[src/rtl/dmac_pkg.sv]
// Package: shared widths and the control bundle of the dual MAC.
// Assumes operands are two equal signed halves packed in one word.
package dmac_pkg;
    localparam int HALF_W = 16;
    localparam int DATA_W = 2 * HALF_W;
    // two guard bits keep a sum of three 32-bit-range terms exact
    localparam int SUM_W  = DATA_W + 2;

    typedef struct packed {
        logic acc_en;
        logic sub_sel;
        logic swap_b;
    } dmac_ctrl_t;
endpackage

[src/rtl/dmac_prod.sv]
// Product stage: forms the low-pair and high-pair signed products.
// Assumes the swap select exchanges the halves of operand B only.
module dmac_prod #(
    parameter int HALF_W = 16,
    localparam int DATA_W = 2 * HALF_W
) (
    input  logic [DATA_W-1:0]        op_a,
    input  logic [DATA_W-1:0]        op_b,
    input  logic                     swap_b,
    output logic signed [DATA_W-1:0] prod_lo,
    output logic signed [DATA_W-1:0] prod_hi
);
    logic [DATA_W-1:0]        b_eff;
    logic signed [DATA_W-1:0] prod [2];

    // Pick operand B as given or with its halves exchanged.
    always_comb begin
        b_eff = swap_b ? {op_b[HALF_W-1:0], op_b[DATA_W-1:HALF_W]} : op_b;
    end

    for (genvar g = 0; g < 2; g++) begin : g_lane
        logic signed [HALF_W-1:0] ha;
        logic signed [HALF_W-1:0] hb;
        // Signed multiply of one half pair into a full-width product.
        always_comb begin
            ha      = op_a[g*HALF_W +: HALF_W];
            hb      = b_eff[g*HALF_W +: HALF_W];
            prod[g] = DATA_W'(ha) * DATA_W'(hb);
        end
    end

    assign prod_lo = prod[0];
    assign prod_hi = prod[1];
endmodule

[src/rtl/dmac_comb.sv]
// Combine stage: exact sum or difference of products plus optional
// accumulator, with one overflow test over the whole sum.
// Assumes products fit in DATA_W signed bits; SUM_W >= DATA_W + 2.
module dmac_comb #(
    parameter int DATA_W = 32,
    parameter int SUM_W  = DATA_W + 2,
    localparam int EXT_W = SUM_W - DATA_W
) (
    input  logic signed [DATA_W-1:0] prod_lo,
    input  logic signed [DATA_W-1:0] prod_hi,
    input  logic [DATA_W-1:0]        acc,
    input  logic                     acc_en,
    input  logic                     sub_sel,
    output logic [DATA_W-1:0]        sum_lo,
    output logic                     ovf
);
    logic signed [SUM_W-1:0] t_lo;
    logic signed [SUM_W-1:0] t_hi;
    logic signed [SUM_W-1:0] t_acc;
    logic signed [SUM_W-1:0] exact;
    logic [EXT_W:0]          top_bits;

    // Sign-extend every term to the exact-sum width.
    always_comb begin
        t_lo  = {{EXT_W{prod_lo[DATA_W-1]}}, prod_lo};
        t_hi  = {{EXT_W{prod_hi[DATA_W-1]}}, prod_hi};
        t_acc = acc_en ? {{EXT_W{acc[DATA_W-1]}}, acc} : '0;
    end

    // Form the exact three-term sum in one step.
    always_comb begin
        exact = (sub_sel ? (t_lo - t_hi) : (t_lo + t_hi)) + t_acc;
    end

    // Result is the low word; overflow when the bits above do not extend bit 31.
    always_comb begin
        sum_lo   = exact[DATA_W-1:0];
        top_bits = exact[SUM_W-1:DATA_W-1];
        ovf      = ~((&top_bits) | ~(|top_bits));
    end

    // Check that a subtraction without accumulation never overflows.
    always_comb begin

        if (sub_sel && !acc_en) begin
            sub_no_ovf_chk: assert (!ovf);
        end
    end
endmodule

[src/rtl/dmac_qflag.sv]
// Sticky overflow flag: set by an overflowing operation, cleared only
// by reset or the clear input, with clear taking priority.
module dmac_qflag (
    input  logic clk,
    input  logic rst_n,
    input  logic set_q,
    input  logic clr_q,
    output logic q
);
    // Hold, set or clear the sticky flag.
    always_ff @(posedge clk) begin
        if (!rst_n)     q <= 1'b0;
        else if (clr_q) q <= 1'b0;
        else if (set_q) q <= 1'b1;
    end


    q_sticky_chk: assert property (@(posedge clk) disable iff (!rst_n)
        (q && !clr_q) |=> q);

    q_clear_chk: assert property (@(posedge clk) disable iff (!rst_n)
        clr_q |=> !q);
endmodule

[src/rtl/dual_mac16.sv]
// Top: dual signed 16x16 multiply with add/subtract combine, optional
// accumulate, registered result and a sticky overflow flag.
// Assumes one operation per in_valid cycle; result appears one edge later.
module dual_mac16
    import dmac_pkg::*;
(
    input  logic              clk,
    input  logic              rst_n,
    input  logic              in_valid,
    input  logic [DATA_W-1:0] op_a,
    input  logic [DATA_W-1:0] op_b,
    input  logic [DATA_W-1:0] acc,
    input  logic              acc_en,
    input  logic              sub_sel,
    input  logic              swap_b,
    input  logic              q_clear,
    output logic [DATA_W-1:0] res,
    output logic              res_valid,
    output logic              q_flag
);
    dmac_ctrl_t               ctrl;
    logic signed [DATA_W-1:0] prod_lo;
    logic signed [DATA_W-1:0] prod_hi;
    logic [DATA_W-1:0]        sum_lo;
    logic                     ovf;

    // Bundle the mode inputs.
    always_comb begin
        ctrl = '{acc_en: acc_en, sub_sel: sub_sel, swap_b: swap_b};
    end

    dmac_prod #(.HALF_W(HALF_W)) prod_i (
        .op_a    (op_a),
        .op_b    (op_b),
        .swap_b  (ctrl.swap_b),
        .prod_lo (prod_lo),
        .prod_hi (prod_hi)
    );

    dmac_comb #(.DATA_W(DATA_W), .SUM_W(SUM_W)) comb_i (
        .prod_lo (prod_lo),
        .prod_hi (prod_hi),
        .acc     (acc),
        .acc_en  (ctrl.acc_en),
        .sub_sel (ctrl.sub_sel),
        .sum_lo  (sum_lo),
        .ovf     (ovf)
    );

    dmac_qflag qflag_i (
        .clk   (clk),
        .rst_n (rst_n),
        .set_q (in_valid && ovf),
        .clr_q (q_clear),
        .q     (q_flag)
    );

    // Register the result on a valid operation; hold it otherwise.
    always_ff @(posedge clk) begin
        if (!rst_n)        res <= '0;
        else if (in_valid) res <= sum_lo;
    end

    // Output strobe follows the input strobe by one edge.
    always_ff @(posedge clk) begin
        if (!rst_n) res_valid <= 1'b0;
        else        res_valid <= in_valid;
    end


    res_valid_rise_chk: assert property (@(posedge clk) disable iff (!rst_n)
        in_valid |=> res_valid);

    res_valid_idle_chk: assert property (@(posedge clk) disable iff (!rst_n)
        !in_valid |=> !res_valid);

    res_hold_chk: assert property (@(posedge clk) disable iff (!rst_n)
        !in_valid |=> $stable(res));

    q_set_chk: assert property (@(posedge clk) disable iff (!rst_n)
        (in_valid && ovf && !q_clear) |=> q_flag);
endmodule

[config.mk]
export PLATFORM = sky130hd
export DESIGN_NAME = dual_mac16
export DESIGN_NICKNAME = d
export VERILOG_FILES = /design/src/rtl/dmac_pkg.sv /design/src/rtl/dmac_prod.sv /design/src/rtl/dmac_comb.sv /design/src/rtl/dmac_qflag.sv /design/src/rtl/dual_mac16.sv
export SDC_FILE = /design/constraint.sdc
export NUM_CORES = 2
export LEC_CHECK = 0
export ABC_AREA = 0
export BUFFER_PORTS_ARGS = -buffer_cell sky130_fd_sc_hd__buf_4
export CORE_ASPECT_RATIO = 1.25
export CORE_MARGIN = 2
export CORE_UTILIZATION = 30
export DETAILED_ROUTE_END_ITERATION = 10
export HOLD_SLACK_MARGIN = 0.03
export PLACE_DENSITY = 0.43
export SYNTH_ARGS = -nofsm -noshare
export SYNTH_HDL_FRONTEND = slang
export SYNTH_SLANG_ARGS = --single-unit
[constraint.sdc]
create_clock -name clk -period 14.59 [get_ports clk]
set_input_delay 3.6475 -clock clk [delete_from_list [all_inputs] [get_ports clk]]
set_output_delay 3.6475 -clock clk [all_outputs]
set_load 0.02 [all_outputs]
==> results.py <==
metrics = {
    "status": {
        "status": "finished clean",
    },
    "sta": {
        "hold_viol_final": 0,
        "setup_viol": 0,
        "fin_crit_ns": 13.91,
        "fin_skew_ns": 0,
        "max_slew_margin_pct": 44.0,
        "fin_crit_sh_pct": 95.3,
        "tns_ns": 0,
        "rsz0062_at_grt": "no",
        "final_max_slew_viol_count": 0,
        "worst_pin_slew_ns": 0.840,
        "max_freq_mhz": 71.9,
    },
    "clock_network": {
        "clkSinkCount": 34,
        "hold_buffers": 0,
        "clock-root-buffer": "clkbuf_16",
        "cts_tree": "done",
        "clkTransAtPathRegs_ns": 0.06,
        "clk_latency_ns": 0.29,
        "cts_buffer_depth": 2,
        "cts.repair.resized": 0,
        "numCtsBuffers": 5,
        "htree_num_levels": 2,
        "cts_setup_buffers": 0,
    },
    "final_layout": {
        "final_cell_mix": "inv_1, fa_1, nand2_1",
        "regArea_um2": 681,
        "fillCellCount": 8884,
        "drive_gt1_share_pct": 8.71,
        "final_nets": 3882,
        "final_common_cell": "inv_1",
        "multi_input_area_mm2": 0.0222,
        "area_delta_synth_final_pct": 10.3,
    },
    "global_route": {
        "use_met3_pct": 0.716,
        "grt_pass1_wl_um": 120000,
        "grt_antenna_before_repair": 1,
        "grt_pass1_vias": 21500,
        "use_met1_pct": 22.5,
        "grt_max_degree": 40,
        "grt_use_met2_pct": 32.9,
        "grt_util_all_layers_pct": 17.5,
        "grt_busiest_layer": "met2",
        "grt_overflow": 0,
    },
    "floorplan": {
        "fp.dieW_um": 265,
        "fp.coreArea_mm2": 0.0843,
        "rows": 119,
        "die_y_um": 330,
        "die_area_mm2": 0.0875,
        "boundaryPins": 137,
        "start_util_pct": 30.3,
    },
    "placement": {
        "place.gp.congestion": 0.852,
        "dp_hpwl_um": 65200,
        "port_buffers": 136,
    },
    "critical_path": {
        "crit_slowest_cell": "or4_1",
        "crit_path_max_fanout": 17,
        "startpoint_type": "primary input",
        "arrival_ns": 14.08,
        "crit_required_ns": 14.77,
        "path_delay_family": "adder cells",
        "cp_num_buf_inv": 5,
        "slowest_delay_ns": 0.62,
        "path_class": "in -> reg",
        "cp_common_cell": "fa_1",
        "worstSetupEndpointType": "flop",
    },
    "logic_synthesis": {
        "synth-seq-cells": 34,
        "synthesis.nets": 3788,
        "syn_area_mm2": 0.0255,
        "synth-seq-area-share_pct": 2.67,
        "avgSynthCellArea_um2": 8.73,
        "yosysWarnings": 0,
        "synthCells": 2926,
        "ys.flop_type": "dfxtp_1",
        "async_flop_share_pct": 0,
        "ys_types": 77,
        "synth-edff-count": 0,
    },
    "drt": {
        "drtPass1Iterations": 5,
        "wl_per_cell_um": 18.2,
        "drc_errors": 0,
        "wirelength_um": 74900,
        "via_per_inst": 4.76,
        "num_vias": 19600,
        "drtAntennaViolNets": 0,
        "drt_iter0_drc": 834,
    },
    "run": {
        "drv_cap": 0,
    },
    "min_path": {
        "hp-class": "reg -> reg",
    },
}
==> per-stage QoR <==
stage	setup WS (ns)	instances	util [%]	cell area (um^2)	hold slack (ns)
2_1_floorplan	0.0295	2926	-	25500	0.544
3_3_place_gp	0.213	4102	33.2	28000	0.474
3_5_place_dp	0.146	4102	33.2	28000	0.479
4_1_cts	0.439	4110	33.4	28100	0.493
5_1_grt	0.00365	4110	33.4	28200	0.504
6_report	0.685	4111	33.4	28200	0.495
==> final cells by class <==
| type | count | share of cell area, % |
|---|---|---|
| Antenna cell | 1 | 0.00889 |
| Clock buffer | 5 | 0.444 |
| Tap cell | 1089 | 4.84 |
| Sequential cell | 34 | 2.42 |
| Multi-Input combinational cell | 2178 | 78.9 |
| Inverter | 620 | 8.26 |
| Clock inverter | 3 | 0.160 |
| Timing Repair Buffer | 181 | 5.02 |
==> flip-flops by register name (all words and copies together) (netlist names) <==
name       count
res           32
res_valid      1
qflag_i.q      1
==> cell usage after synthesis (6+ instances only) <==
master | count | area share [%]
inv_1 | 620 | 9.1
fa_1 | 526 | 41
nand2_1 | 314 | 4.6
ha_1 | 233 | 11
nor2b_1 | 148 | 3.6
and2_1 | 143 | 3.5
xnor2_1 | 109 | 3.7
a21oi_1 | 96 | 1.9
clkbuf_1 | 88 | 1.3
nor2_1 | 87 | 1.3
a21o_1 | 57 | 1.7
o21ai_0 | 43 | 0.84
mux2i_1 | 38 | 1.5
nand2b_1 | 37 | 0.91
xor2_1 | 37 | 1.3
dfxtp_1 | 34 | 2.7
or2_2 | 27 | 0.66
o21a_1 | 24 | 0.71
mux2_2 | 23 | 1.0
nor3_1 | 23 | 0.45
a211oi_1 | 19 | 0.56
nand3_1 | 19 | 0.37
a31oi_1 | 18 | 0.44
o211ai_1 | 14 | 0.41
and3_1 | 10 | 0.25
o21bai_1 | 9 | 0.26
nand4_1 | 8 | 0.20
o31ai_1 | 8 | 0.24
a21boi_0 | 7 | 0.21
a31o_2 | 6 | 0.21
or3_1 | 6 | 0.15
==> per-layer routing <==
| layer | routed length [um] | share of wire [%] |
|---|---|---|
| met1 | 32500 | 43 |
| met2 | 39700 | 53 |
| met3 | 1730 | 2.3 |
| met4 | 1020 | 1.4 |
| met5 | 0 | 0 |
==> cells by family after synthesis <==
family / share of synthesized area (%)
adders and majority gates: 52.7
and+or+nand+nor: 17.0
DFF: 2.67
xor gates and xnor gates: 5.19
buffers and inverters: 10.5
muxes: 2.50
AOI/OAI and AO/OA: 9.48
==> final timing paths <==
| kind | startpoint | to | slack (ns) | cells past startpoint |
|---|---|---|---|---|
| max | swap_b | qflag_i.q | 0.68 | 44 |
| min | res[27] | res[27] | 0.49 | 1 |
| max reg2reg | res[21] | res[21] | 13.95 | 2 |
| min reg2reg | res[27] | res[27] | 0.49 | 1 |
Power is left out: the tool's default activity adds up to more than one toggle a clock period on the data nets, which glitch-free logic cannot reach.
